===== config.mk =====
export PLATFORM = sky130hd
export DESIGN_NAME = srq_status_gen
export DESIGN_NICKNAME = d
export VERILOG_FILES = /design/src/rtl/srq_pkg.sv /design/src/rtl/srq_enable_reg.sv /design/src/rtl/srq_byte_build.sv /design/src/rtl/srq_request_latch.sv /design/src/rtl/srq_status_gen.sv
export SDC_FILE = /design/constraint.sdc
export NUM_CORES = 1
export LEC_CHECK = 0
export ABC_CLOCK_PERIOD_IN_PS = 2950
export BUFFER_PORTS_ARGS = -buffer_cell sky130_fd_sc_hd__buf_2
export CAP_MARGIN = 10
export CORE_MARGIN = 3
export CORE_UTILIZATION = 32
export DETAILED_ROUTE_END_ITERATION = 16
export PLACE_DENSITY = 0.76
export SLEW_MARGIN = 0
export SYNTH_ARGS = -nofsm -noshare
export SYNTH_HDL_FRONTEND = slang
export SYNTH_HIERARCHICAL = 1
export SYNTH_SLANG_ARGS = --single-unit

===== constraint.sdc =====
create_clock -name clk -period 2.95 [get_ports clk]
set_input_delay 0 -clock clk [delete_from_list [all_inputs] [get_ports clk]]
set_output_delay 0 -clock clk [all_outputs]
set_load 0.03 [all_outputs]

===== src/rtl/srq_pkg.sv =====
package srq_pkg;
  localparam int unsigned STB_W    = 8;
  localparam int unsigned POS_OPER = 7;
  localparam int unsigned POS_REQ  = 6;
  localparam int unsigned POS_STD  = 5;
  localparam int unsigned POS_MAV  = 4;
  localparam int unsigned POS_HW   = 2;
  localparam int unsigned POS_OP   = 1;

  typedef struct packed {
    logic oper;
    logic std;
    logic mav;
    logic hw;
    logic op;
  } summ_t;

  function automatic logic [STB_W-1:0] place_summ(summ_t s);
    logic [STB_W-1:0] b;
    b = '0;
    b[POS_OPER] = s.oper;
    b[POS_STD]  = s.std;
    b[POS_MAV]  = s.mav;
    b[POS_HW]   = s.hw;
    b[POS_OP]   = s.op;
    return b;
  endfunction
endpackage


===== src/rtl/srq_enable_reg.sv =====
module srq_enable_reg
  import srq_pkg::*;
(
  input  logic             clk,
  input  logic             rst_n,
  input  logic             wr,
  input  logic [STB_W-1:0] wdata,
  output logic [STB_W-1:0] mask
);
  localparam logic [STB_W-1:0] KEEP = ~(STB_W'(1) << POS_REQ);

  always_ff @(posedge clk) begin
    if (!rst_n)   mask <= '0;
    else if (wr)  mask <= wdata & KEEP;
  end

  a_r4_mask_load: assert property (@(posedge clk) disable iff (!rst_n)
    wr |=> (mask == ($past(wdata) & KEEP)));
  a_r4_mask_hold: assert property (@(posedge clk) disable iff (!rst_n)
    !wr |=> $stable(mask));
endmodule


===== src/rtl/srq_byte_build.sv =====
module srq_byte_build
  import srq_pkg::*;
(
  input  summ_t            summ,
  input  logic [STB_W-1:0] mask,
  input  logic             rqs,
  output logic             mss,
  output logic [STB_W-1:0] poll_byte,
  output logic [STB_W-1:0] stq_byte
);
  logic [STB_W-1:0] base;

  always_comb begin
    base = place_summ(summ);
    mss  = |(base & mask);
    poll_byte = base;
    poll_byte[POS_REQ] = rqs;
    stq_byte = base;
    stq_byte[POS_REQ] = mss;
  end
endmodule


===== src/rtl/srq_request_latch.sv =====
module srq_request_latch (
  input  logic clk,
  input  logic rst_n,
  input  logic mss,
  input  logic poll,
  output logic rqs
);
  logic mss_q;
  logic rise;

  assign rise = mss & ~mss_q;

  always_ff @(posedge clk) begin
    if (!rst_n) begin
      mss_q <= 1'b0;
      rqs   <= 1'b0;
    end else begin
      mss_q <= mss;
      if (rise)      rqs <= 1'b1;
      else if (poll) rqs <= 1'b0;
    end
  end

  a_r5_rise_sets: assert property (@(posedge clk) disable iff (!rst_n)
    (mss && !mss_q) |=> rqs);
  a_r6_poll_clears: assert property (@(posedge clk) disable iff (!rst_n)
    (poll && !(mss && !mss_q)) |=> !rqs);
  a_r8_no_spurious: assert property (@(posedge clk) disable iff (!rst_n)
    (!rqs && !(mss && !mss_q)) |=> !rqs);
endmodule


===== src/rtl/srq_status_gen.sv =====
module srq_status_gen
  import srq_pkg::*;
(
  input  logic       clk,
  input  logic       rst_n,
  input  logic       sum_oper,
  input  logic       sum_std,
  input  logic       msg_avail,
  input  logic       sum_hw,
  input  logic       sum_op,
  input  logic       en_wr,
  input  logic [7:0] en_wdata,
  output logic [7:0] en_rdata,
  input  logic       poll_req,
  output logic [7:0] poll_byte,
  output logic [7:0] stq_byte,
  output logic       srq_out
);
  summ_t            summ;
  logic [STB_W-1:0] mask;
  logic             mss;
  logic             rqs;

  assign summ = '{oper: sum_oper, std: sum_std, mav: msg_avail, hw: sum_hw, op: sum_op};

  srq_enable_reg u_en (
    .clk(clk), .rst_n(rst_n), .wr(en_wr), .wdata(en_wdata), .mask(mask)
  );

  srq_byte_build u_build (
    .summ(summ), .mask(mask), .rqs(rqs),
    .mss(mss), .poll_byte(poll_byte), .stq_byte(stq_byte)
  );

  srq_request_latch u_req (
    .clk(clk), .rst_n(rst_n), .mss(mss), .poll(poll_req), .rqs(rqs)
  );

  assign en_rdata = mask;
  assign srq_out  = rqs;

  a_r3_mss_from_ports: assert property (@(posedge clk) disable iff (!rst_n)
    stq_byte[6] == |(stq_byte & en_rdata & 8'hB6));
  a_r6_poll_bit_is_line: assert property (@(posedge clk) disable iff (!rst_n)
    poll_byte[6] == srq_out);
  a_r1_views_agree: assert property (@(posedge clk) disable iff (!rst_n)
    (poll_byte & 8'hB6) == (stq_byte & 8'hB6) && (stq_byte & 8'h09) == 8'h00);
  a_r7_query_keeps_request: assert property (@(posedge clk) disable iff (!rst_n)
    (srq_out && !poll_req) |=> srq_out);
endmodule


======== After elaboration in Yosys (flattened, before gate mapping) ========
Cells that the tools add are included.
operators by class
  muxes and demuxes ....................... 2
  add/subtract/negate cells ............... 0
  reduce and logical (&&, ||, !) cells .... 2
  eq/ne operators ......................... 0
  div/mod/pow operators ................... 0
  shift operators ......................... 0
  bitwise gates (word level) .............. 3
  multipliers ............................. 0
  order comparisons ....................... 0
operator list
  operator            count
  bitwise AND 8 bit   1
  OR reduction 8 bit  1
  two-way mux 1 bit   2
  nonzero test 2 bit  1
  bitwise AND 1 bit   1
  inverter 1 bit      1
storage, ports and cells
  bits in read-only memories .............. 0
  memories ................................ 0
  flip-flop bits (word level) ............. 9
  bits in writable memories ............... 0
  input bits .............................. 17
  latch bits .............................. 0
  output and inout port bits .............. 25
  word-level logic and storage cells ...... 10

======== Longest topological paths before layout ========
  depth in word-level cells ............... 4
  depth in mapped cells ................... 4

======== Modules after synthesis ========
The synthesis kept the hierarchy.
modules (own cells, without submodules)
  module             cells each  times used  area an instance (µm²)
  srq_enable_reg     24          1           276.5
  srq_byte_build     20          1           145.1
  srq_request_latch  6           1           70.1

======== Least setup slack after synthesis ========
OpenSTA, ideal clock, no wires.
  kind .................................... register to register
  start point ............................. reg u_en.mask[1]
  end point ............................... reg u_req.rqs
  cell stages (with the launch flop) ...... 5
  buffers on the path ..................... 0
  arrival ................................. 0.979 ns
  setup time .............................. 0.118 ns
  setup slack ............................. 1.853 ns
  data required time ...................... 2.832 ns
  cell sequence ........................... dfxtp_1 -> a222oi_1 -> nand2_1 -> nand2b_1 -> a21boi_2
on the way
  cells in the longest elaborated chain, start to end .. 4
RTL lines
  what                                                     line                     source
  from (decl)                                              srq_enable_reg.sv:8      output logic [STB_W-1:0] mask
  from (signal assigned)                                   srq_enable_reg.sv:14     else if (wr) mask <= wdata & KEEP;
  bitwise AND 8 bit *                                      srq_byte_build.sv:15     mss = |(base & mask);
  OR reduction 8 bit *                                     srq_byte_build.sv:15
  net mss                                                  srq_status_gen.sv:21     logic mss;
  bitwise AND 1 bit *                                      srq_request_latch.sv:11  assign rise = mss & ~mss_q;
  two-way mux 1 bit or nonzero test 2 bit (tied branches)  -
  to (signal assigned)                                     srq_request_latch.sv:16  rqs <= 1'b0;
  to (signal assigned)                                     srq_request_latch.sv:19  if (rise) rqs <= 1'b1;
  to (signal assigned)                                     srq_request_latch.sv:20  else if (poll) rqs <= 1'b0;
  to (decl)                                                srq_request_latch.sv:6   output logic rqs
Mark *: on every way through the listed nets, which the timed path passes. The rest lies on a longest branch.
A chain may end at the register's enable or synchronous reset.

======== Worst setup path in the final report ========
  start point ............................. reg u_en.mask[1]
  end point ............................... out stq_byte[6]
on the way
  cells in the longest elaborated chain, start to end .. 2
RTL lines
  what                line                  source
  bitwise AND 8 bit   srq_byte_build.sv:15
  OR reduction 8 bit  srq_byte_build.sv:15
  to (decl)           srq_status_gen.sv:16  output logic [7:0] stq_byte,
No other way between the ends.

==> impl_metrics.ini <==
[clock_network]
clkSinkCount = 9
postCtsHoldBufs = 2
cts_tree = yes
clkTransAtPathRegs_ps = 60
cts_buffers = 3
clockBufferDepth = 2
cts_root_buf = clkbuf_4
cts.htree.levels = 1
cts_resized = 0
post-cts-setup-buffer-count = 0
worstSkewPairLatency_ps = 250

[timing]
finalSetupTns_ps = 0
rsz0062_at_grt = false
skew_ps = 2.07
max_freq_mhz = 804
setup_viol = 0
finalCritPeriodShare_pct = 42.1
hold_viol_final = 0
hold_slack_ps = 6.40
period_needed_ps = 1240
slew_viol_final = 0
fin_ws_ps = 1710

[global_route]
grt_use_total_pct = 10.4
grt-busiest-layer = met2
grt_pass1_vias = 361
grt_max_degree = 10
grt_antenna_before_repair = 0
grt_use_met3_pct = 2.79
grt_pass1_wl_um = 1490
use_met2_pct = 17.2
overflow = 0
use_met1_pct = 11.4

[logic_synthesis]
synthFlopType = dfxtp_1
synth_area_leaders = dfxtp_1, buf_4, mux2i_1
syn_inst = 50
yosysSeqAreaShare_pct = 36.6
avgSynthCellArea_um2 = 9.83
synthArstFlopShare_pct = 0
synth_cell_type_count = 12
syn_area_um2 = 492
yosys.area.top_type = dfxtp_1
synth_warnings = 6
synth_edf_count = 0
synth.top_cell.area_share_pct = 36.6
yosys-top-cells-count = buf_4, dfxtp_1, mux2i_1, nor2b_1
synth-seq-cells = 9
yosys.cell_count.top_type = buf_4

[setup_path]
cp-startpoint = u_en/mask[1]
cp-start-kind = flop
cp.required_ps = 2950
arrival_ps = 1240
critPathKind = flop to primary output
cp-end-kind = primary output
path_max_fanout = 3
r2r_start = u_en/mask[1]

[placement]
io_buffers = 35
pre_cts_ws_ps = 1890
gp_congestion = 0.700
dp_hpwl_um = 822

[finish]
n_antenna_cell = 0
drive_gt1_share_pct = 51.3
syn_to_final_growth_pct = 22.9
final_util_pct = 44.2
fillerInstances = 149
final_nets = 94

[pwr]
ir_worst_vdd_v = 0.000248
powerDensity_nw_per_um2 = 535
p_leak_nw = 0.333
total_power_mw = 0.324

[routing]
viasPerCell = 4.31
antenna_left = 0
first_pass_iters = 4
drc = 0
wirelength_um = 1030
routedWlPerCell_um = 11.3
drt_iter0_drc = 11
via_count = 392

[floorplanning]
rows = 13
die_y_um = 45.2
dieArea_um2 = 2040
dieWidth_um = 45.2
initial_core_util_pct = 36.0
ioPinCount = 42
core_um2 = 1370

[outcome]
status = finished clean

[job]
cap_violations = 0

[worst_hold_path]
hp-start = en_wdata[4]
hold_class = input port to flop
critical path, stage by stage (launching register included):
cell,delay [ps]
dfxtp_1,320
a222oi_1,310
nand2_1,150
buf_2,200
power breakdown:
group	internal, mW	total (mW)	switching [mW]	leakage (nW)
combinational	0.0314	0.0956	0.0642	0.244
sequential	0.130	0.135	0.00477	0.0744
clock	0.0520	0.0933	0.0413	0.0150
total	0.213	0.324	0.110	0.333
worst paths after layout:
path             endpoint  slack (ps)  cells past startpoint
max           stq_byte[6]        1710                      3
min          u_en/mask[4]           6                      3
max reg2reg     u_req/rqs        1890                      4
min reg2reg     u_req/rqs         500                      2
through the flow:
| stage | area [um2] | cells |
|---|---|---|
| global route | 604 | 91 |
| finish | 604 | 91 |
| floorplan | 503 | 53 |
| detailed placement | 558 | 85 |
| CTS | 604 | 91 |
| global placement | 558 | 85 |
per-layer routing:
layer	vias up	share of wire, %
met5	-	0
met4	0	0
met3	0	11
met2	27	50
met1	174	39
li1	191	-
logic make-up (layout without fill, tap and decap cells):
logic type             count (synthesis)  after routing  synth area share (%)
AO/OA/AOI/OAI                          3              3                  5.85
buffers and inverters                 18             41                  28.2
flip-flops                             9              9                  36.6
multiplexers                           7              7                  14.2
other                                  2              5                  1.53
AND/OR/NAND/NOR                       11             11                  13.5
area by class of cell:
type                    instances  area (um2)  share of cell area, %
clock buffers                   4        26.3                   4.35
well taps                      15        18.8                   3.11
multi-input cells              26         184                   30.4
flip-flops and latches          9         180                   29.8
repair buffers                 37         195                   32.3
layout by cell type (no fill, tap or decap), drive strengths merged:
cell type / Yosys / routed
a222oi: 1 / 1
dlygate4sd3: 0 / 2
dfxtp: 9 / 9
clkbuf: 0 / 4
nand2: 1 / 1
nand2b: 2 / 2
conb: 2 / 5
mux2i: 7 / 7
a21boi: 1 / 1
a22oi: 1 / 1
buf: 18 / 35
and2: 1 / 1
nor2b: 7 / 7
state kept, by name, summed over array words and instances, names as in the netlist:
register	flops
u_en/mask	7
u_req/rqs	1
u_req/mss_q	1
(Power assumes the default switching activity.)
